`config.mk`:
```
export PLATFORM = sky130hd
export DESIGN_NAME = frac_refclk_div
export DESIGN_NICKNAME = d
export VERILOG_FILES = /design/src/rtl/frdiv_pkg.sv /design/src/rtl/frdiv_regs.sv /design/src/rtl/frdiv_srcsel.sv /design/src/rtl/frdiv_halfgen.sv /design/src/rtl/frac_refclk_div.sv
export SDC_FILE = /design/constraint.sdc
export NUM_CORES = 1
export LEC_CHECK = 0
export ABC_AREA = 1
export BUFFER_PORTS_ARGS = -buffer_cell sky130_fd_sc_hd__buf_4
export CAP_MARGIN = 20
export CORE_ASPECT_RATIO = 0.7
export CORE_UTILIZATION = 45
export DETAILED_ROUTE_END_ITERATION = 7
export MAX_ROUTING_LAYER = met4
export PLACE_DENSITY = 0.66
export SKIP_CTS_REPAIR_TIMING = 1
export SLEW_MARGIN = 20
export SYNTH_ARGS = -nofsm -noshare
export SYNTH_HDL_FRONTEND = slang
export SYNTH_SLANG_ARGS = --single-unit
```
`constraint.sdc`:
```
create_clock -name clk -period 3.1 [get_ports clk]
set_input_delay 0 -clock clk [delete_from_list [all_inputs] [get_ports clk]]
set_output_delay 0 -clock clk [all_outputs]
set_load 0.03 [all_outputs]
```
`src/rtl/frdiv_pkg.sv`:
```
package frdiv_pkg;
  localparam int unsigned DATA_W = 32;
  localparam int unsigned ADDR_W = 5;

  localparam logic [ADDR_W-1:0] A_CTRL = 5'h00;
  localparam logic [ADDR_W-1:0] A_CLR  = 5'h04;
  localparam logic [ADDR_W-1:0] A_SET  = 5'h08;
  localparam logic [ADDR_W-1:0] A_TRIM = 5'h10;

  localparam int unsigned SEL_W    = 4;
  localparam int unsigned SEL_LSB  = 0;
  localparam int unsigned ACT_BIT  = 8;
  localparam int unsigned SW_BIT   = 9;
  localparam int unsigned OE_BIT   = 12;
  localparam int unsigned ON_BIT   = 15;
  localparam int unsigned DIV_W    = 15;
  localparam int unsigned DIV_LSB  = 16;
  localparam int unsigned TRIM_W   = 9;
  localparam int unsigned TRIM_LSB = 23;

  typedef struct packed {
    logic             on;
    logic             oe;
    logic             sw;
    logic [DIV_W-1:0] div;
    logic [SEL_W-1:0] sel;
  } ctrl_t;
endpackage

```
`src/rtl/frdiv_regs.sv`:
```
module frdiv_regs
  import frdiv_pkg::*;
(
  input  logic              clk,
  input  logic              rst_n,
  input  logic [ADDR_W-1:0] addr_i,
  input  logic              we_i,
  input  logic [DATA_W-1:0] wdata_i,
  output logic [DATA_W-1:0] rdata_o,
  input  logic              active_i,
  input  logic              done_i,
  output logic              on_o,
  output logic              oe_o,
  output logic              sw_o,
  output logic [SEL_W-1:0]  sel_o,
  output logic [DIV_W-1:0]  div_o,
  output logic [TRIM_W-1:0] trim_o
);
  ctrl_t             ctrl_q;
  logic [TRIM_W-1:0] trim_q;
  logic [DATA_W-1:0] ctrl_img;
  logic [DATA_W-1:0] ctrl_nxt;
  logic              ctrl_we;
  logic              sw_set;
  logic              unused_nxt;

  function automatic logic [DATA_W-1:0] pack_ctrl(ctrl_t c, logic act);
    logic [DATA_W-1:0] w;
    w = '0;
    w[SEL_LSB +: SEL_W] = c.sel;
    w[ACT_BIT]          = act;
    w[SW_BIT]           = c.sw;
    w[OE_BIT]           = c.oe;
    w[ON_BIT]           = c.on;
    w[DIV_LSB +: DIV_W] = c.div;
    return w;
  endfunction

  always_comb begin
    ctrl_img = pack_ctrl(ctrl_q, 1'b0);
    ctrl_we  = we_i && (addr_i == A_CTRL || addr_i == A_CLR || addr_i == A_SET);
    sw_set   = we_i && (addr_i == A_CTRL || addr_i == A_SET) && wdata_i[SW_BIT];
    case (addr_i)
      A_CLR:   ctrl_nxt = ctrl_img & ~wdata_i;
      A_SET:   ctrl_nxt = ctrl_img | wdata_i;
      default: ctrl_nxt = wdata_i;
    endcase
  end

  assign unused_nxt = ^{ctrl_nxt[DATA_W-1], ctrl_nxt[14:13], ctrl_nxt[11:4]};

  always_ff @(posedge clk) begin
    if (!rst_n) begin
      ctrl_q <= '0;
      trim_q <= '0;
    end else begin
      if (ctrl_we) begin
        ctrl_q.sel <= ctrl_nxt[SEL_LSB +: SEL_W];
        ctrl_q.oe  <= ctrl_nxt[OE_BIT];
        ctrl_q.on  <= ctrl_nxt[ON_BIT];
        ctrl_q.div <= ctrl_nxt[DIV_LSB +: DIV_W];
      end
      ctrl_q.sw <= (ctrl_q.sw & ~done_i) | sw_set;
      if (we_i && addr_i == A_TRIM) begin
        trim_q <= wdata_i[TRIM_LSB +: TRIM_W];
      end
    end
  end

  always_comb begin
    rdata_o = '0;
    case (addr_i)
      A_CTRL:  rdata_o = pack_ctrl(ctrl_q, active_i);
      A_TRIM:  rdata_o[TRIM_LSB +: TRIM_W] = trim_q;
      default: rdata_o = '0;
    endcase
  end

  assign on_o   = ctrl_q.on;
  assign oe_o   = ctrl_q.oe;
  assign sw_o   = ctrl_q.sw;
  assign sel_o  = ctrl_q.sel;
  assign div_o  = ctrl_q.div;
  assign trim_o = trim_q;
endmodule

```
`src/rtl/frdiv_srcsel.sv`:
```
module frdiv_srcsel
  import frdiv_pkg::*;
#(
  parameter int unsigned NSRC = 16
) (
  input  logic             clk,
  input  logic             rst_n,
  input  logic [NSRC-1:0]  src_i,
  input  logic [SEL_W-1:0] sel_pend_i,
  input  logic             load_i,
  output logic             lvl_o,
  output logic             rise_o,
  output logic             sel_change_o,
  output logic [SEL_W-1:0] sel_run_o
);
  localparam int unsigned NSLOT = 1 << SEL_W;

  logic [NSLOT-1:0] slot;
  logic [SEL_W-1:0] sel_run;
  logic             prev_q;

  generate
    for (genvar g = 0; g < NSLOT; g++) begin : g_slot
      if (g < NSRC) begin : g_live
        assign slot[g] = src_i[g];
      end else begin : g_tie
        assign slot[g] = 1'b0;
      end
    end
  endgenerate

  always_ff @(posedge clk) begin
    if (!rst_n) begin
      sel_run <= '0;
      prev_q  <= 1'b0;
    end else if (load_i) begin
      sel_run <= sel_pend_i;
      prev_q  <= slot[sel_pend_i];
    end else begin
      prev_q  <= slot[sel_run];
    end
  end

  assign lvl_o        = slot[sel_run];
  assign rise_o       = slot[sel_run] & ~prev_q;
  assign sel_change_o = (sel_pend_i != sel_run);
  assign sel_run_o    = sel_run;
endmodule

```
`src/rtl/frdiv_halfgen.sv`:
```
module frdiv_halfgen
  import frdiv_pkg::*;
(
  input  logic              clk,
  input  logic              rst_n,
  input  logic              on_i,
  input  logic              sw_i,
  input  logic              sel_change_i,
  input  logic [DIV_W-1:0]  div_pend_i,
  input  logic [TRIM_W-1:0] trim_pend_i,
  input  logic              lvl_i,
  input  logic              rise_i,
  output logic              load_o,
  output logic              done_o,
  output logic              ref_o
);
  localparam int unsigned CNT_W = DIV_W + 1;

  logic [DIV_W-1:0]  div_run;
  logic [TRIM_W-1:0] trim_run;
  logic [TRIM_W-1:0] acc;
  logic              stretch;
  logic              out_q;
  logic [CNT_W-1:0]  cnt;
  logic [CNT_W-1:0]  half_len;
  logic [TRIM_W:0]   acc_sum;
  logic              bypass;
  logic              half_end;
  logic              safe;

  always_comb begin
    bypass   = (div_run == '0);
    half_len = {1'b0, div_run} + CNT_W'(stretch);
    half_end = rise_i && (cnt == half_len - CNT_W'(1));
    acc_sum  = {1'b0, acc} + {1'b0, trim_run};
    safe     = !on_i || (bypass ? !out_q : (out_q && half_end));
    load_o   = safe && (sw_i || sel_change_i);
    done_o   = load_o && sw_i;
  end

  always_ff @(posedge clk) begin
    if (!rst_n) begin
      div_run  <= '0;
      trim_run <= '0;
      acc      <= '0;
      stretch  <= 1'b0;
      cnt      <= '0;
      out_q    <= 1'b0;
    end else if (load_o) begin
      out_q   <= 1'b0;
      cnt     <= '0;
      acc     <= '0;
      stretch <= 1'b0;
      if (sw_i) begin
        div_run  <= div_pend_i;
        trim_run <= trim_pend_i;
      end
    end else if (!on_i) begin
      out_q   <= 1'b0;
      cnt     <= '0;
      acc     <= '0;
      stretch <= 1'b0;
    end else if (bypass) begin
      out_q   <= lvl_i;
      cnt     <= '0;
      acc     <= '0;
      stretch <= 1'b0;
    end else if (rise_i) begin
      if (half_end) begin
        out_q   <= ~out_q;
        cnt     <= '0;
        acc     <= acc_sum[TRIM_W-1:0];
        stretch <= acc_sum[TRIM_W];
      end else begin
        cnt <= cnt + CNT_W'(1);
      end
    end
  end

  assign ref_o = out_q;
endmodule

```
`src/rtl/frac_refclk_div.sv`:
```
module frac_refclk_div
  import frdiv_pkg::*;
#(
  parameter int unsigned NSRC = 16
) (
  input  logic              clk,
  input  logic              rst_n,
  input  logic [ADDR_W-1:0] bus_addr_i,
  input  logic              bus_we_i,
  input  logic [DATA_W-1:0] bus_wdata_i,
  output logic [DATA_W-1:0] bus_rdata_o,
  input  logic [NSRC-1:0]   src_i,
  output logic              ref_int_o,
  output logic              ref_o
);
  logic              cfg_on;
  logic              cfg_oe;
  logic              cfg_sw;
  logic [SEL_W-1:0]  cfg_sel;
  logic [DIV_W-1:0]  cfg_div;
  logic [TRIM_W-1:0] cfg_trim;
  logic              gen_load;
  logic              gen_done;
  logic              src_lvl;
  logic              src_rise;
  logic              sel_change;
  logic [SEL_W-1:0]  sel_run;
  logic              busy;

  assign busy = cfg_sw | sel_change;

  frdiv_regs u_regs (
    .clk      (clk),
    .rst_n    (rst_n),
    .addr_i   (bus_addr_i),
    .we_i     (bus_we_i),
    .wdata_i  (bus_wdata_i),
    .rdata_o  (bus_rdata_o),
    .active_i (busy),
    .done_i   (gen_done),
    .on_o     (cfg_on),
    .oe_o     (cfg_oe),
    .sw_o     (cfg_sw),
    .sel_o    (cfg_sel),
    .div_o    (cfg_div),
    .trim_o   (cfg_trim)
  );

  frdiv_srcsel #(.NSRC(NSRC)) u_src (
    .clk          (clk),
    .rst_n        (rst_n),
    .src_i        (src_i),
    .sel_pend_i   (cfg_sel),
    .load_i       (gen_load),
    .lvl_o        (src_lvl),
    .rise_o       (src_rise),
    .sel_change_o (sel_change),
    .sel_run_o    (sel_run)
  );

  frdiv_halfgen u_gen (
    .clk          (clk),
    .rst_n        (rst_n),
    .on_i         (cfg_on),
    .sw_i         (cfg_sw),
    .sel_change_i (sel_change),
    .div_pend_i   (cfg_div),
    .trim_pend_i  (cfg_trim),
    .lvl_i        (src_lvl),
    .rise_i       (src_rise),
    .load_o       (gen_load),
    .done_o       (gen_done),
    .ref_o        (ref_int_o)
  );

  assign ref_o = ref_int_o & cfg_oe;
endmodule

```
==> results by group, run 1 <==
Synthesis
  • Post-synth top area share: 0.3071
  • Largest family of logic cells by synthesized area: simple AND/OR/NAND/NOR gates
  • Mux contribution to synthesized area: 0
  • Most frequent cells after synthesis: nand2_1 (199), inv_1 (133), nor2_1 (114), dfxtp_1 (87), a21oi_1 (55)
  • Simple-Gate Fraction of Synth Area: 0.3614
  • XOR/XNOR Fraction of Synth Area: 0.03861
  • Most frequent cell after synthesis: nand2_1
  • Yosys cell types: 43
  • Cells after synthesis: between 900 and 1000
  • Mapped Avg Cell Area: between 6 and 7 um^2
  • Syn. warnings: 0
  • Ranking of synthesized cells by area: dfxtp_1 (31%), nand2_1 (13%), inv_1 (8.8%)
  • Mapped Area: ~5700 um^2
  • Post-synth ARST share: 0
  • Sequential share of the synthesized area: 0.3071
  • Post-synth EDFFs: 0
  • Yosys top cell by area: dfxtp_1
  • Yosys reg bits: 87
  • Dominant synthesized flop cell: dfxtp_1
  • Adder-cell share of the synthesized area: 0.03001
  • Compound-Gate Fraction of Synth Area: 0.1238

Placed design
  • Buffers added on ports: between 70 and 80
  • DPL Wire Length: between 10000 and 15000 um
  • Cells after DPL: about 1100
  • Placer Congestion: roughly 0.9
  • Post-DP Area: 6280 um^2

Layout
  • Fraction of layout cells with a size suffix above 1: 0.1623
  • Filler Cells Inserted: between 1000 and 1500
  • Storage cell area: about 1700 um^2
  • Fin cells: between 1000 and 1500
  • Final net count: ~1100
  • Layout area overhead: 20.83%
  • Antenna diodes: 0
  • Multi-input logic area: 3188 um^2
  • Post-route cell area: a little under 7000 um^2

Floorplan
  • Initial cell density of the core: 0.4736
  • Core area: about 12000 um^2
  • Die Y-Extent: approximately 96 um
  • Row count: 33
  • I/O Pins: 90
  • Die X: around 140 um
  • Die ar.: 13060 um^2

GRT
  • Largest net degree at the start of global routing: 42
  • Total gr overflow: 0
  • GR Util met2: 0.3190
  • M1 GR Usage: 0.3881
  • First-pass GRT wire length: about 25000 um
  • GRT busiest layer: met1
  • Vias in the first global route: between 4000 and 5000
  • Met3 Resource Use GR: 0.04792
  • Initial antenna violation count: 0
  • Tot GR Track Use: 0.2488

CTS
  • Clock Path Buffers: 2
  • H-Tree Level Count: 3
  • CTS tree: done
  • CTS buffer count: 9
  • Clock root buffer: clkbuf_16
  • Clock Sinks: 87
  • Worst-path clk slew: about 0.06 ns
  • Clock Latency Late Sink: about 0.34 ns

Setup path
  • Worst reg2reg path startpoint: u_gen.stretch
  • CP Data Required Time: 3.34 ns
  • Worst R2R End: u_gen.trim_run[0]
  • Critical path start-end classification: reg -> reg
  • Crit Path Max Fanout: 20
  • CP arrival: between 3 and 4 ns
  • Reg2Reg Setup Slack: ~0.28 ns
  • Critical path capture point type: flip-flop
  • Worst R2R Path Depth: 19
  • Worst Setup SP: u_gen.stretch
  • Worst setup path endpoint: u_gen.trim_run[0]
  • Startpoint Class: flip-flop

Route
  • DRC violations left: 0
  • Via density: approximately 4.9
  • Drt total wl: 15320 um
  • Antenna Violating Nets Remaining: 0
  • Routed len/inst: approximately 13 um
  • Vias post-DR: about 5700
  • DR pass1 iterations: 5
  • DR iter-0 viols: around 360

Timing
  • Fmax: roughly 350 MHz
  • Final hold vios: 0
  • Post-Route Setup TNS: 0 ns
  • Final Max Slew Viols: 0
  • Slew @ Worst Pin: roughly 0.83 ns
  • Final min period: 2.824 ns
  • RSZ-0062 raised after global routing: false
  • Relative slew slack: 0.4432
  • Tcrit/Tclk final: 0.9109
  • Clock Skew: about 0.008 ns
  • Final Setup Violations: 0

Pwr
  • Psw: approximately 0.94 mW
  • Flop pwr share: 0.391
  • Clock power share: 0.387
  • Peak supply drop: between 200 and 300 uV
  • Leak Pwr: 3.030 nW
  • PD cells: around 440 nW/um^2
  • Int Pwr: around 2.1 mW
  • Sw frac: 0.3080
  • Gate power share: 0.223

Run
  • Max-cap violations: 0

Status
  • Status: finished clean

Worst hold path
  • Worst min path class: in -> reg
-- worst min path at each step --
stage | cells past startpoint | slack (ns) | to | start
2_1_floorplan | 2 | 0.15 | u_regs.div_o[0] | bus_wdata_i[16]
3_3_place_gp | 2 | 0.25 | u_regs.on_o | bus_wdata_i[15]
3_5_place_dp | 2 | 0.26 | u_regs.on_o | bus_wdata_i[15]
4_1_cts | 2 | -0.1 | u_regs.on_o | bus_wdata_i[15]
5_1_grt | 3 | 0.11 | u_gen.trim_run[5] | rst_n
6_report | 3 | 0.09 | u_gen.div_run[8] | rst_n
-- through the flow --
step                      utilization  hold WS [ns]  total power [mW]  setup slack (ns)
after floorplan                     -        0.1452             1.678            0.7962
after detailed placement       0.5245        0.2590             1.848            0.3214
final                          0.5722       0.09382             3.043            0.2763
after CTS                      0.5515      -0.09641             3.015            0.2917
after global placement         0.5245        0.2530             1.841            0.3768
after global routing           0.5722        0.1109             3.191           0.01385
-- cells in the final DEF (no fill, tap or decap), drive strengths merged --
cell type and instances:
a21o 2, nand4 28, and2 1, xnor2 5, a21boi 1, o21bai 2, fa 1, a21oi 55
clkinv 3, dfxtp 87, nor3 11, nand3b 3, buf 80, inv 151, nand2 225, o22ai 10
o21ai 55, nor2 125, a31oi 2, or2 5, a22oi 1, xor2 20, o211ai 1, clkinvlp 1
conb 8, dlygate4sd3 23, a2111oi 1, bufinv 2, nand3 55, clkbuf 11, a32o 1, ha 12
nor4 4
-- worst max-delay path, cell delays in order, from the launching register on --
cell      delay, ns
dfxtp_1        0.33
inv_1          0.08
ha_1           0.25
ha_1           0.34
inv_1          0.05
nand2_1        0.06
nand2_1        0.04
nor2_1         0.14
nand3_1        0.10
nor2_1         0.09
nand3_1        0.09
nor2_1         0.10
nand2_1        0.09
o21bai_2       0.15
nand2_2        0.08
nand2_4        0.14
buf_4          0.27
nand4_1        0.18
nand2_1        0.11
nor2_1         0.04
-- area by class of cell --
class / count / area share
clock buffer: 11 / 0.03543
sequential: 87 / 0.2542
timing repair buffer: 103 / 0.1213
inverter: 152 / 0.08327
multi-input combinational: 634 / 0.4653
tap: 157 / 0.02867
clock inverter: 5 / 0.01187
-- registers in the layout, summed over array words and instances, names as in the netlist --
register,flops
u_regs.sw_o,1
u_src.sel_run_o,4
u_gen.div_run,15
u_gen.ref_o,1
u_gen.acc,9
u_gen.trim_run,9
u_regs.div_o,15
u_regs.sel_o,4
u_regs.oe_o,1
u_src.prev_q,1
u_regs.on_o,1
u_gen.stretch,1
u_regs.trim_o,9
u_gen.cnt,16
-- power by group through the flow --
stage / Combinational, mW / Clock, mW / Sequential, mW
after floorplan: 0.484 / 0 / 1.19
after global placement: 0.629 / 0 / 1.21
after detailed placement: 0.637 / 0 / 1.21
after CTS: 0.638 / 1.19 / 1.19
after global routing: 0.762 / 1.24 / 1.19
final: 0.677 / 1.18 / 1.19
-- metal layers --
metal | share of wire | up-vias
li1 | - | 3001
met1 | 0.55 | 2494
met2 | 0.38 | 149
met3 | 0.058 | 15
met4 | 0.0076 | 0
met5 | 0 | -
-- cell families (layout without fill, tap and decap cells) --
| group | Yosys count | in the layout |
|---|---|---|
| compound gates | 131 | 131 |
| fa+ha+maj | 13 | 13 |
| buf+inv | 193 | 271 |
| xor+xnor | 25 | 25 |
| simple gates | 456 | 457 |
| flops | 87 | 87 |
| other cells | 1 | 8 |
Power figures use the tool's default switching activity.
==> inputs of run 2 (changes only) <==
--- a/config.mk
+++ b/config.mk
@@ -13,6 +13,7 @@
 export DETAILED_ROUTE_END_ITERATION = 7
 export MAX_ROUTING_LAYER = met4
 export PLACE_DENSITY = 0.66
+export REMOVE_ABC_BUFFERS = 1
 export SKIP_CTS_REPAIR_TIMING = 1
 export SLEW_MARGIN = 20
 export SYNTH_ARGS = -nofsm -noshare
==> run 2 against run 1 <==
Global-route usage increased by 0.95 points. Sequential power about the same. Utilization increased by 0.47 points. Maximum frequency decreased by 0.56%.
==> results by group, run 2 (synthesis gave the netlist of run 1 again) <==
CTS
  • H-Tree Level Count: 3
  • Worst-path clk slew: 0.06 ns
  • Clock Sinks: between 80 and 90
  • CTS buffer count: 9
  • Clock Latency Late Sink: roughly 0.34 ns
  • Clock Path Buffers: 2
  • CTS tree: done
  • Clock root buffer: clkbuf_16

Pwr
  • Sw frac: 0.3052
  • Psw: between 0.9 and 1 mW
  • Clock power share: 0.400
  • Peak supply drop: between 300 and 400 uV
  • Int Pwr: approximately 2.2 mW
  • Leak Pwr: approximately 3 nW
  • Final total power: 3.155 mW
  • Flop pwr share: 0.373
  • PD cells: roughly 460 nW/um^2
  • Gate power share: 0.228

Setup path
  • Worst reg2reg path startpoint: u_gen.stretch
  • Worst R2R Path Depth: 19
  • Worst R2R End: u_gen.trim_run[3]
  • Critical path start-end classification: reg -> reg
  • CP Data Required Time: 3.34 ns
  • Crit Path Max Fanout: 16
  • Startpoint Class: flip-flop
  • Critical path capture point type: flip-flop
  • Worst setup path endpoint: u_gen.trim_run[3]
  • CP max stage cell: ha_2
  • CP arrival: 3.08 ns
  • Largest stage delay, worst path: roughly 0.34 ns
  • Crit-path cells: inv_1, ha_1, ha_2, inv_1, nand2_1, nand2_1, nor2_1, nand3_1, nor2_1, nand3_1, nor2_1, nand2_1, o21bai_2, nand2_2, nand2_8, buf_4, nand4_1, nand2_1, nor2_1
  • Reg2Reg Setup Slack: approximately 0.26 ns
  • Worst Setup SP: u_gen.stretch

Status
  • Status: finished clean

Route
  • DR iter-0 viols: 343
  • DR pass1 iterations: 7
  • Antenna Violating Nets Remaining: 0
  • Vias post-DR: roughly 5700
  • DRC violations left: 0
  • Drt total wl: between 15000 and 20000 um
  • Via density: approximately 5.0
  • Routed len/inst: around 14 um

Floorplan
  • Row count: 33
  • Die ar.: between 10000 and 15000 um^2
  • Initial cell density of the core: 0.4736
  • Die X: between 100 and 150 um
  • Die Y-Extent: 95.92 um
  • Core area: about 12000 um^2
  • I/O Pins: 90

Timing
  • Post-Route Setup TNS: 0 ns
  • RSZ-0062 raised after global routing: false
  • Final Max Slew Viols: 0
  • Clock Skew: roughly 0.0066 ns
  • Final hold vios: 0
  • Slew @ Worst Pin: between 0.8 and 0.9 ns
  • Worst setup margin: roughly 0.26 ns
  • Relative slew slack: 0.4026
  • Final Setup Violations: 0
  • Tcrit/Tclk final: 0.9160
  • Fin Hold WS: 0.08041 ns
  • Final min period: between 2 and 3 ns
  • Fmax: about 350 MHz

Layout
  • Final core utilization: 0.5769
  • Filler Cells Inserted: 1191
  • Most frequent cells in the layout: nand2_1 (199), inv_1 (133), nor2_1 (114)
  • Post-route cell area: ~6900 um^2
  • Commonest non-fill, non-tap cell in the layout: nand2_1
  • Max FFs per register: 16
  • Fin cells: ~1200
  • Final net count: 1057
  • Antenna diodes: 0
  • Reg with most FFs: u_gen.cnt
  • Fraction of layout cells with a size suffix above 1: 0.1652
  • Layout area overhead: 21.82%

Worst hold path
  • Worst min path class: in -> reg
  • Hold path cells: 5

GRT
  • Tot GR Track Use: 0.2583
  • Vias in the first global route: a little over 5000
  • Total gr overflow: 0
  • Largest net degree at the start of global routing: 42
  • First-pass GRT wire length: between 20000 and 30000 um
  • Initial antenna violation count: 0

Placed design
  • Worst slack, placed: between 0.2 and 0.25 ns
  • Post-DP Area: 6280 um^2
  • DPL Wire Length: 11450 um
  • Buffers added on ports: 72
  • Placer Congestion: approximately 0.92
  • Cells after DPL: between 1000 and 1500

Run
  • Max-cap violations: 0
[run 2: cell count changes in the layout (fill, tap and decap cells not counted), sizes merged]
| cell | change |
|---|---|
| bufinv | +1 |
| clkbuf | -1 |
| nand3 | +1 |
[run 2: worst min path at each step]
stage | startpoint | to | slack (ns)
detailed placement | bus_wdata_i[15] | u_regs.on_o | 0.27
finish | bus_we_i | u_regs.sel_o[0] | 0.08
global placement | bus_wdata_i[15] | u_regs.on_o | 0.27
global route | rst_n | u_gen.div_run[8] | 0.11
CTS | bus_wdata_i[15] | u_regs.on_o | -0.09
floorplan | rst_n | u_gen.div_run[0] | 0.12
[run 2: critical path, delay by kind of cell, from the launching register on]
family | cells | cell delay (ns)
simple gates | 13 | 1.36
fa+ha+maj | 2 | 0.57
flops | 1 | 0.33
buf+inv | 3 | 0.30
compound gates | 1 | 0.16
[run 2: cell type report]
cell class                      instances  area [um^2]  share of cell area
Clock inverter                          6        107.6             0.01558
Clock buffer                           10        239.0             0.03460
Sequential cell                        87         1742              0.2521
Inverter                              152        570.5             0.08259
Multi-Input combinational cell        635         3222              0.4664
Timing Repair Buffer                  103        830.8              0.1203
Tap cell                              157        196.4             0.02844
[run 2: power groups by stage]
stage / registers [mW] / logic, mW / clock network [mW]
2_1_floorplan: 1.20 / 0.443 / 0
3_3_place_gp: 1.20 / 0.656 / 0
3_5_place_dp: 1.20 / 0.661 / 0
4_1_cts: 1.17 / 0.662 / 1.29
5_1_grt: 1.18 / 0.803 / 1.32
6_report: 1.18 / 0.719 / 1.26
[run 2: routing by layer]
metal | up-vias | routed length (um) | GRT usage
met1 | 2543 | 8478 | 0.3851
met5 | - | 0 | -
li1 | 3003 | - | -
met2 | 151 | 6109 | 0.3579
met3 | 13 | 851 | 0.04423
met4 | 0 | 127 | 0.05185
==> inputs of run 3 (changes only) <==
--- a/config.mk
+++ b/config.mk
@@ -11,8 +11,7 @@
 export CORE_ASPECT_RATIO = 0.7
 export CORE_UTILIZATION = 45
 export DETAILED_ROUTE_END_ITERATION = 7
-export MAX_ROUTING_LAYER = met4
-export PLACE_DENSITY = 0.66
+export PLACE_DENSITY = 0.63
 export REMOVE_ABC_BUFFERS = 1
 export SKIP_CTS_REPAIR_TIMING = 1
 export SLEW_MARGIN = 20
==> run 3 against run 2 <==
Sequential cell count stayed put. Global-route usage decreased by 1.0 points. First-iteration DRC count rose by 10%. Worst setup slack better by 0.031 ns. Critical path depth shrank 2. Highest routed layer unchanged. Combinational power decreased by 5.0%. Die area is the same. Worst hold slack better by 0.0080 ns. Final area is 1.7% lower. Final cell count decreased by 0.26%. Sequential power about the same.
==> results by group, run 3 (synthesis gave the netlist of run 1 again) <==
Layout
  • Final net count: around 1100
  • Filler Cells Inserted: between 1000 and 1500
  • Commonest non-fill, non-tap cell in the layout: nand2_1
  • Fraction of layout cells with a size suffix above 1: 0.1606
  • Most frequent cells in the layout: nand2_1 (199), inv_1 (133), nor2_1 (114)
  • Storage cell area: roughly 1700 um^2
  • Max FFs per register: 16
  • Fin cells: between 1000 and 1500
  • Reg with most FFs: u_gen.cnt
  • Layout area overhead: 19.70%
  • Multi-input logic area: about 3200 um^2
  • Antenna diodes: 0
  • Final core utilization: 0.5669

GRT
  • Tot GR Track Use: 0.2479
  • Total gr overflow: 0
  • Largest net degree at the start of global routing: 42
  • First-pass GRT wire length: 25010 um
  • Vias in the first global route: approximately 5000
  • Initial antenna violation count: 0

Timing
  • Slew @ Worst Pin: between 0.8 and 0.9 ns
  • Post-Route Setup TNS: 0 ns
  • Final Max Slew Viols: 0
  • Tcrit/Tclk final: 0.9059
  • Final min period: 2.808 ns
  • Clock Skew: ~0.0095 ns
  • Fmax: between 300 and 400 MHz
  • Fin Hold WS: 0.08837 ns
  • Relative slew slack: 0.4519
  • Final Setup Violations: 0
  • RSZ-0062 raised after global routing: false
  • Final hold vios: 0

Placed design
  • DPL Wire Length: between 10000 and 15000 um
  • Cells after DPL: 1109
  • Buffers added on ports: between 70 and 80
  • Placer Congestion: about 0.93

Status
  • Status: finished clean

Pwr
  • Leak Pwr: ~3 nW
  • Peak supply drop: ~270 uV
  • PD cells: approximately 420 nW/um^2

Floorplan
  • I/O Pins: 90
  • Die Y-Extent: about 96 um
  • Die ar.: roughly 13000 um^2
  • Initial cell density of the core: 0.4736
  • Row count: 33
  • Die X: 136.2 um
  • Core area: between 10000 and 15000 um^2

Setup path
  • Crit Path Max Fanout: 14
  • Critical path start-end classification: reg -> reg
  • Startpoint Class: flip-flop
  • CP arrival: 3.07 ns
  • Critical path capture point type: flip-flop
  • CP Data Required Time: around 3.4 ns

Route
  • Routed len/inst: between 10 and 15 um
  • Antenna Violating Nets Remaining: 0
  • Vias post-DR: 5750
  • Via density: about 5
  • DRC violations left: 0
  • Drt total wl: 15510 um
  • DR pass1 iterations: 5
  • DR iter-0 viols: 378

CTS
  • Clock root buffer: clkbuf_16
  • Clock Sinks: between 80 and 90
  • Clock Path Buffers: 2
  • Clock Latency Late Sink: ~0.35 ns
  • CTS tree: done
  • Worst-path clk slew: approximately 0.060 ns
  • H-Tree Level Count: 3
  • CTS buffer count: 9

Worst hold path
  • Worst min path class: in -> reg

Run
  • Max-cap violations: 0
-- run 3: layout make-up --
type                    count  area share
multi-input cells         633      0.4671
flip-flops and latches     87      0.2566
repair buffers            103      0.1242
inverters                 152     0.08406
clock buffers              11     0.03576
well taps                 157     0.02894
clock inverters             4    0.003318
-- run 3: worst paths after layout --
path	endpoint	cells after the start	slack (ns)	startpoint
worst max-delay path	u_gen.acc[3]	17	0.29	u_gen.div_run[0]
worst min register to register	u_regs.div_o[6]	2	0.46	u_regs.div_o[6]
worst min-delay path	u_gen.div_run[12]	3	0.09	rst_n
worst max register to register	u_gen.acc[3]	17	0.29	u_gen.div_run[0]
-- run 3: critical path, stage by stage, from the launching register on --
cell      delay, ns
dfxtp_1        0.30
inv_1          0.09
ha_1           0.23
ha_1           0.22
nand2_2        0.13
nor2_2         0.21
nand2_1        0.08
nand2_1        0.08
nand3_1        0.12
nand3_1        0.11
nor2_1         0.04
nand2_1        0.09
o21bai_2       0.08
nand2_2        0.08
nand2_4        0.13
nand2_4        0.17
nand3_2        0.33
a21oi_1        0.23
-- run 3: through the flow --
stage | power [mW] | setup WS, ns | instance area (um^2)
final | 2.885 | 0.2916 | 6788
after global placement | 1.860 | 0.3617 | 6292
after detailed placement | 1.862 | 0.3217 | 6292
after floorplan | 1.644 | 0.5952 | 5483
after global routing | 3.026 | 0.0009543 | 6788
after CTS | 2.868 | 0.3169 | 6558
-- run 3: per-layer routing --
metal | global-route usage | part of all wire | vias up
met2 | 0.3388 | 0.37 | 184
met4 | 0.06667 | 0.013 | 0
met3 | 0.05108 | 0.069 | 18
met5 | 0 | 0 | -
li1 | - | - | 2998
met1 | 0.3822 | 0.55 | 2550
-- run 3: report_power, final --
group,internal (mW),total [mW],leakage (nW),switching [mW]
clock network,0.557,1.01,0.131,0.455
registers,1.15,1.19,0.702,0.0418
logic,0.229,0.683,2.17,0.454
total,1.93,2.88,3.01,0.950
